--- config.mk ---
export PLATFORM = sky130hd
export DESIGN_NAME = mmr_page_map
export DESIGN_NICKNAME = d
export VERILOG_FILES = /design/src/rtl/mmr_pkg.sv /design/src/rtl/mmr_entry_file.sv /design/src/rtl/mmr_ctrl_regs.sv /design/src/rtl/mmr_page_map.sv
export SDC_FILE = /design/constraint.sdc
export NUM_CORES = 1
export LEC_CHECK = 0
export BUFFER_PORTS_ARGS = -buffer_cell sky130_fd_sc_hd__clkbuf_2
export CAP_MARGIN = 20
export CORE_UTILIZATION = 49
export DETAILED_ROUTE_END_ITERATION = 10
export PLACE_DENSITY = 0.75
export SETUP_SLACK_MARGIN = 0.4
export SLEW_MARGIN = 20
export SYNTH_ARGS = -nofsm -noshare
export SYNTH_HDL_FRONTEND = slang
export SYNTH_SLANG_ARGS = --single-unit
export TNS_END_PERCENT = 1
--- constraint.sdc ---
create_clock -name clk_i -period 3.6 [get_ports clk_i]
set_clock_uncertainty 0.2 [all_clocks]
set_input_delay 0.36 -clock clk_i [delete_from_list [all_inputs] [get_ports clk_i]]
set_output_delay 0.36 -clock clk_i [all_outputs]
set_load 0.01 [all_outputs]
--- src/rtl/mmr_pkg.sv ---
package mmr_pkg;
  localparam logic [3:0] OFS_ENTRY_HI = 4'h8;
  localparam logic [7:0] OFS_SEG      = 8'h90;
  localparam logic [7:0] OFS_WIN      = 8'h92;
  localparam logic [7:0] OFS_CTRL     = 8'h93;
  localparam logic [7:0] CTRL_FILL    = 8'h3E;
  localparam int         CB_BOOT      = 0;
  localparam int         CB_WIN       = 6;
  localparam int         CB_MAP       = 7;

  typedef struct packed {
    logic map_en;
    logic win_en;
    logic boot_ram;
  } ctrl_t;
endpackage

--- src/rtl/mmr_entry_file.sv ---
module mmr_entry_file #(
  parameter int SEG_W = 2,
  parameter int ENT_W = 6
) (
  input  logic             clk_i,
  input  logic             rst_ni,
  input  logic             wr_en_i,
  input  logic [SEG_W-1:0] seg_i,
  input  logic [3:0]       bus_idx_i,
  input  logic [7:0]       wr_data_i,
  input  logic [3:0]       lk_idx_i,
  output logic [ENT_W-1:0] bus_data_o,
  output logic [ENT_W-1:0] lk_data_o
);
  localparam int N_ENT = 16 << SEG_W;
  localparam int IDX_W = SEG_W + 4;

  logic [ENT_W-1:0] mem_q [N_ENT];
  logic [IDX_W-1:0] bus_ptr, lk_ptr;

  assign bus_ptr = {seg_i, bus_idx_i};
  assign lk_ptr  = {seg_i, lk_idx_i};

  always_ff @(posedge clk_i or negedge rst_ni) begin
    if (!rst_ni) begin
      for (int i = 0; i < N_ENT; i++) mem_q[i] <= '0;
    end else if (wr_en_i) begin
      mem_q[bus_ptr] <= wr_data_i[ENT_W-1:0];
    end
  end

  assign bus_data_o = mem_q[bus_ptr];
  assign lk_data_o  = mem_q[lk_ptr];


  entry_write_lands_chk: assert property (@(posedge clk_i) disable iff (!rst_ni)
    wr_en_i |=> mem_q[$past(bus_ptr)] == $past(wr_data_i[ENT_W-1:0]));
endmodule

--- src/rtl/mmr_ctrl_regs.sv ---
module mmr_ctrl_regs
  import mmr_pkg::*;
#(
  parameter int SEG_W = 2
) (
  input  logic             clk_i,
  input  logic             rst_ni,
  input  logic             wr_en_i,
  input  logic [7:0]       addr_i,
  input  logic [7:0]       wdata_i,
  output logic [SEG_W-1:0] seg_o,
  output logic [7:0]       win_off_o,
  output ctrl_t            ctrl_o,
  output logic             recalc_o
);
  logic [SEG_W-1:0] seg_q;
  logic [7:0]       win_q;
  ctrl_t            ctrl_q;
  logic             recalc_q;
  logic             wr_seg, wr_win, wr_ctrl;

  assign wr_seg  = wr_en_i && (addr_i == OFS_SEG);
  assign wr_win  = wr_en_i && (addr_i == OFS_WIN);
  assign wr_ctrl = wr_en_i && (addr_i == OFS_CTRL);

  always_ff @(posedge clk_i or negedge rst_ni) begin
    if (!rst_ni) begin
      seg_q    <= '0;
      win_q    <= '0;
      ctrl_q   <= '0;
      recalc_q <= 1'b0;
    end else begin
      if (wr_seg) seg_q <= wdata_i[SEG_W-1:0];
      if (wr_win) win_q <= wdata_i;
      if (wr_ctrl) begin
        ctrl_q.map_en   <= wdata_i[CB_MAP];
        ctrl_q.win_en   <= wdata_i[CB_WIN];
        ctrl_q.boot_ram <= wdata_i[CB_BOOT];
      end
      // rate recompute only on a real toggle of the map flag
      recalc_q <= wr_ctrl && (wdata_i[CB_MAP] != ctrl_q.map_en);
    end
  end

  assign seg_o     = seg_q;
  assign win_off_o = win_q;
  assign ctrl_o    = ctrl_q;
  assign recalc_o  = recalc_q;


  recalc_on_toggle_chk: assert property (@(posedge clk_i) disable iff (!rst_ni)
    (ctrl_q.map_en != $past(ctrl_q.map_en)) |-> recalc_q);

  recalc_only_toggle_chk: assert property (@(posedge clk_i) disable iff (!rst_ni)
    recalc_q |-> (ctrl_q.map_en != $past(ctrl_q.map_en)));

  seg_load_chk: assert property (@(posedge clk_i) disable iff (!rst_ni)
    wr_seg |=> seg_q == $past(wdata_i[SEG_W-1:0]));

  win_load_chk: assert property (@(posedge clk_i) disable iff (!rst_ni)
    wr_win |=> win_q == $past(wdata_i));
endmodule

--- src/rtl/mmr_page_map.sv ---
module mmr_page_map
  import mmr_pkg::*;
#(
  parameter bit EXTENDED = 1'b0
) (
  input  logic       clk_i,
  input  logic       rst_ni,
  input  logic       bus_sel_i,
  input  logic       bus_we_i,
  input  logic [7:0] bus_addr_i,
  input  logic [7:0] bus_wdata_i,
  output logic [7:0] bus_rdata_o,
  input  logic [3:0] cpu_addr_hi_i,
  output logic [7:0] phys_page_o,
  output logic       map_en_o,
  output logic       win_en_o,
  output logic       boot_ram_o,
  output logic [7:0] win_offset_o,
  output logic       clk_recalc_o
);
  localparam int SEG_W = EXTENDED ? 3 : 2;
  localparam int ENT_W = EXTENDED ? 8 : 6;

  logic             bus_wr, entry_hit, entry_wr;
  logic [SEG_W-1:0] seg;
  ctrl_t            ctrl;
  logic [ENT_W-1:0] bus_ent, lk_ent;

  assign bus_wr    = bus_sel_i && bus_we_i;
  assign entry_hit = (bus_addr_i[7:4] == OFS_ENTRY_HI);
  assign entry_wr  = bus_wr && entry_hit;

  mmr_ctrl_regs #(.SEG_W(SEG_W)) u_ctrl (
    .clk_i     (clk_i),
    .rst_ni    (rst_ni),
    .wr_en_i   (bus_wr),
    .addr_i    (bus_addr_i),
    .wdata_i   (bus_wdata_i),
    .seg_o     (seg),
    .win_off_o (win_offset_o),
    .ctrl_o    (ctrl),
    .recalc_o  (clk_recalc_o)
  );

  mmr_entry_file #(.SEG_W(SEG_W), .ENT_W(ENT_W)) u_entries (
    .clk_i      (clk_i),
    .rst_ni     (rst_ni),
    .wr_en_i    (entry_wr),
    .seg_i      (seg),
    .bus_idx_i  (bus_addr_i[3:0]),
    .wr_data_i  (bus_wdata_i),
    .lk_idx_i   (cpu_addr_hi_i),
    .bus_data_o (bus_ent),
    .lk_data_o  (lk_ent)
  );

  always_comb begin
    bus_rdata_o = 8'hFF;
    if (entry_hit) begin
      bus_rdata_o = 8'(bus_ent);
    end else if (bus_addr_i == OFS_CTRL) begin
      bus_rdata_o = CTRL_FILL;
      bus_rdata_o[CB_MAP]  = ctrl.map_en;
      bus_rdata_o[CB_WIN]  = ctrl.win_en;
      bus_rdata_o[CB_BOOT] = ctrl.boot_ram;
    end
  end

  assign phys_page_o = ctrl.map_en ? 8'(lk_ent) : {4'h0, cpu_addr_hi_i};
  assign map_en_o    = ctrl.map_en;
  assign win_en_o    = ctrl.win_en;
  assign boot_ram_o  = ctrl.boot_ram;


  passthru_page_chk: assert property (@(posedge clk_i) disable iff (!rst_ni)
    !map_en_o |-> phys_page_o[7:4] == 4'h0);

  ctrl_fill_chk: assert property (@(posedge clk_i) disable iff (!rst_ni)
    (bus_addr_i == OFS_CTRL) |-> bus_rdata_o[5:1] == 5'b11111);

  ctrl_load_chk: assert property (@(posedge clk_i) disable iff (!rst_ni)
    (bus_wr && bus_addr_i == OFS_CTRL) |=>
      (map_en_o == $past(bus_wdata_i[7]) && boot_ram_o == $past(bus_wdata_i[0])));
endmodule

==> qor.yml <==
fin_tns_setup_ns: 0
cp-end-kind: "output port"
htreeDepth: 2
die_h_um: 211
crit_required_ns: 3.04
synth.cell_area_sq_mm: 0.0214
finalHoldViolCount: 0
num-nets-final: 1662
worstPathBufferInverterCount: 4
power_leakage_nw: 11.4
drv_slew: 0
placed_cells: 2166
rsz0062_at_grt: "yes"
period_share_pct: 94.5
intPower_w: 0.00760
grt_pass1_vias: 15700
outcome: "finished clean"
min_path_type: "in2reg"
syn_to_final_growth_pct: 15.1
syn_inst: 1542
synthFlopType: "dfrtp_1"
maxSlewHeadroom_pct: 41.6
fin_cells: 2251
combPwrFrac_pct: 7.6
fp-row-count: 76
gr-usage-all-layers_pct: 30.3
cts_sinks: 398
avgSynthCellArea_sq_um: 13.9
io_buffer_count: 49
setup_viol: 0
worstMarginPinSlew_ns: 0.876
grt_overflow: 0
antennaDiodeCount: 0
drtIter0Drc: 2192
design_area_sq_mm: 0.0246
cap_viol_max_count: 0
synthArstFlopShare_pct: 100
synth-edff-count: 0
worst-path-max-fanout: 16
fmax_mhz: 294
coreArea_sq_mm: 0.0431
cp_slowest_cell: "a222oi_1"
grt_pass1_wl_um: 100000
cts_tree: "done"
multiInputGateArea_sq_mm: 0.0110
p_clk_share_pct: 47.1
start_util_pct: 49.7
ys_seq_area_share_pct: 46.5
ios: 52
yosys_register_bits: 398
p_switching_w: 0.00241
fin_crit_ns: 3.40
antenna_left: 0
clkSlewWorstSetupHoldPaths_ns: 0.06
wl_per_cell_um: 29.1
seqCellArea_sq_mm: 0.00996
layout.cells.most_common: "mux2_2"
synth_warnings: 0
insertion_delay_ns: 0.59
dp_hpwl_um: 44100
numCtsBuffers: 45
firstDrtPassIters: 6
die_w_um: 211
holdWs_ns: 0.0927
final_cell_mix: "mux2_2, dfrtp_1, mux4_2"
p_sw_share_pct: 24.1
setup.worst_path.class: "in2out"
drt_wl_total_um: 65600
gp_congestion: 1.04
dpl_cell_area_sq_mm: 0.0230
antenna_found_initial: 0
fillers: 3355
clockRootBuffer: "clkbuf_16"
crit_chain: "buf_4 > buf_4 > nor2b_1 > buf_4 > a221oi_1 > o21ai_1 > a222oi_1 > nand4b_1 > buf_2"
power.ir.vdd_worst_v: 0.000321
p_seq_share_pct: 45.3
drive_gt1_share_pct: 49.4
synth.distinct_cells: 60
p_per_area_mw_per_mm2: 406
critical_path.top_delay_family: "compound AO/OA/AOI/OAI gates"
drc: 0
slowest_delay_ns: 0.61
dieArea_sq_mm: 0.0445
dr_total_vias: 15200
fin_util_pct: 57.2
viasPerCell: 6.75
crit_arrival_ns: 2.84
clockBufferDepth: 3
grt_max_degree: 99
crit_top_cell: "buf_4"
start_kind: "input pin"
==> registers in the layout, indices dropped and copies added, names as in the netlist <==
signal / cells
u_ctrl.win_off_o: 8
u_ctrl.ctrl_o: 3
u_ctrl.recalc_o: 1
u_ctrl.seg_o: 2
u_entries.mem_q: 384
==> through the flow <==
step | setup WS [ns] | total power (W)
floorplan | 0.726 | 0.00500
global placement | 0.100 | 0.00533
detailed placement | 0.219 | 0.00535
CTS | 0.335 | 0.0100
global route | 0.218 | 0.0103
finish | 0.197 | 0.0100
==> kinds of logic after synthesis <==
kind of cell | share of synthesized area [%]
compound gates | 5.94
xor+xnor | 0.0409
buf+inv | 2.50
flops | 46.5
mux | 40.3
other cells | 0.0175
simple gates | 4.69
==> routing by layer <==
metal	wire, um	track usage, %	share of wire [%]
met5	87	1.45	0.13
met4	3260	13.8	5.0
met3	7080	8.31	11
met2	29400	45.3	45
met1	25700	41.2	39
==> synth_stat cells (all sizes together), types with 4 or more instances <==
master / n / area share, %
mux2: 425 / 22
dfrtp: 398 / 47
mux4: 147 / 15
nand2: 88 / 1.5
clkbuf: 78 / 1.4
nor2: 56 / 1.0
mux2i: 53 / 2.5
buf: 47 / 1.0
a22oi: 43 / 1.5
a221oi: 28 / 1.1
a21oi: 25 / 0.58
o22ai: 16 / 0.47
nor2b: 15 / 0.44
o21ai: 10 / 0.23
a31oi: 8 / 0.23
nand2b: 8 / 0.23
and2: 7 / 0.20
nand3: 7 / 0.16
nor3: 6 / 0.25
o211ai: 6 / 0.21
inv: 5 / 0.088
or2: 5 / 0.15
and3b: 4 / 0.16
o22a: 4 / 0.16
==> tightest hold or removal path, cell delays in order <==
cell,delay [ns]
buf_16,0.18
nand3_1,0.21
nor3_1,0.08
==> path summary, 6_finish.rpt <==
path                                      from                    to  slack (ns)  cells after the start
min reg2reg                u_ctrl.win_off_o[3]   u_ctrl.win_off_o[3]        0.31                      1
max in group asynchronous               rst_ni  u_entries.mem_q[154]        2.01                      3
max                              bus_addr_i[1]        bus_rdata_o[1]        0.20                      9
min                              bus_addr_i[0]       u_ctrl.recalc_o        0.09                      3
max reg2reg                    u_ctrl.seg_o[0]  u_entries.mem_q[377]        1.16                      4
min in group asynchronous               rst_ni   u_entries.mem_q[48]        0.22                      2
==> area by class of cell <==
type | count | share of cell area, %
multi-input cells | 1014 | 44.5
flip-flops and latches | 398 | 40.4
repair buffers | 173 | 5.87
clock buffers | 65 | 5.36
well taps | 585 | 2.97
clock inverters | 10 | 0.741
inverters | 6 | 0.0914
==> what timing repair did <==
item / in CTS / in global routing
hold endpoints to repair: 96 / 0
setup endpoints to repair: 7 / 9
pin swaps: 3 / 3
hold buffers: 5 / 0
resized for setup: 15 / 13
setup buffers: 5 / 0
==> power by group through the flow <==
stage	clock network [W]	logic (W)	registers (W)
2_1_floorplan	0	0.000389	0.00461
3_3_place_gp	0	0.000720	0.00462
3_5_place_dp	0	0.000730	0.00462
4_1_cts	0.00477	0.000744	0.00454
5_1_grt	0.00495	0.000800	0.00454
6_report	0.00471	0.000760	0.00454
(Power assumes the default switching activity.)
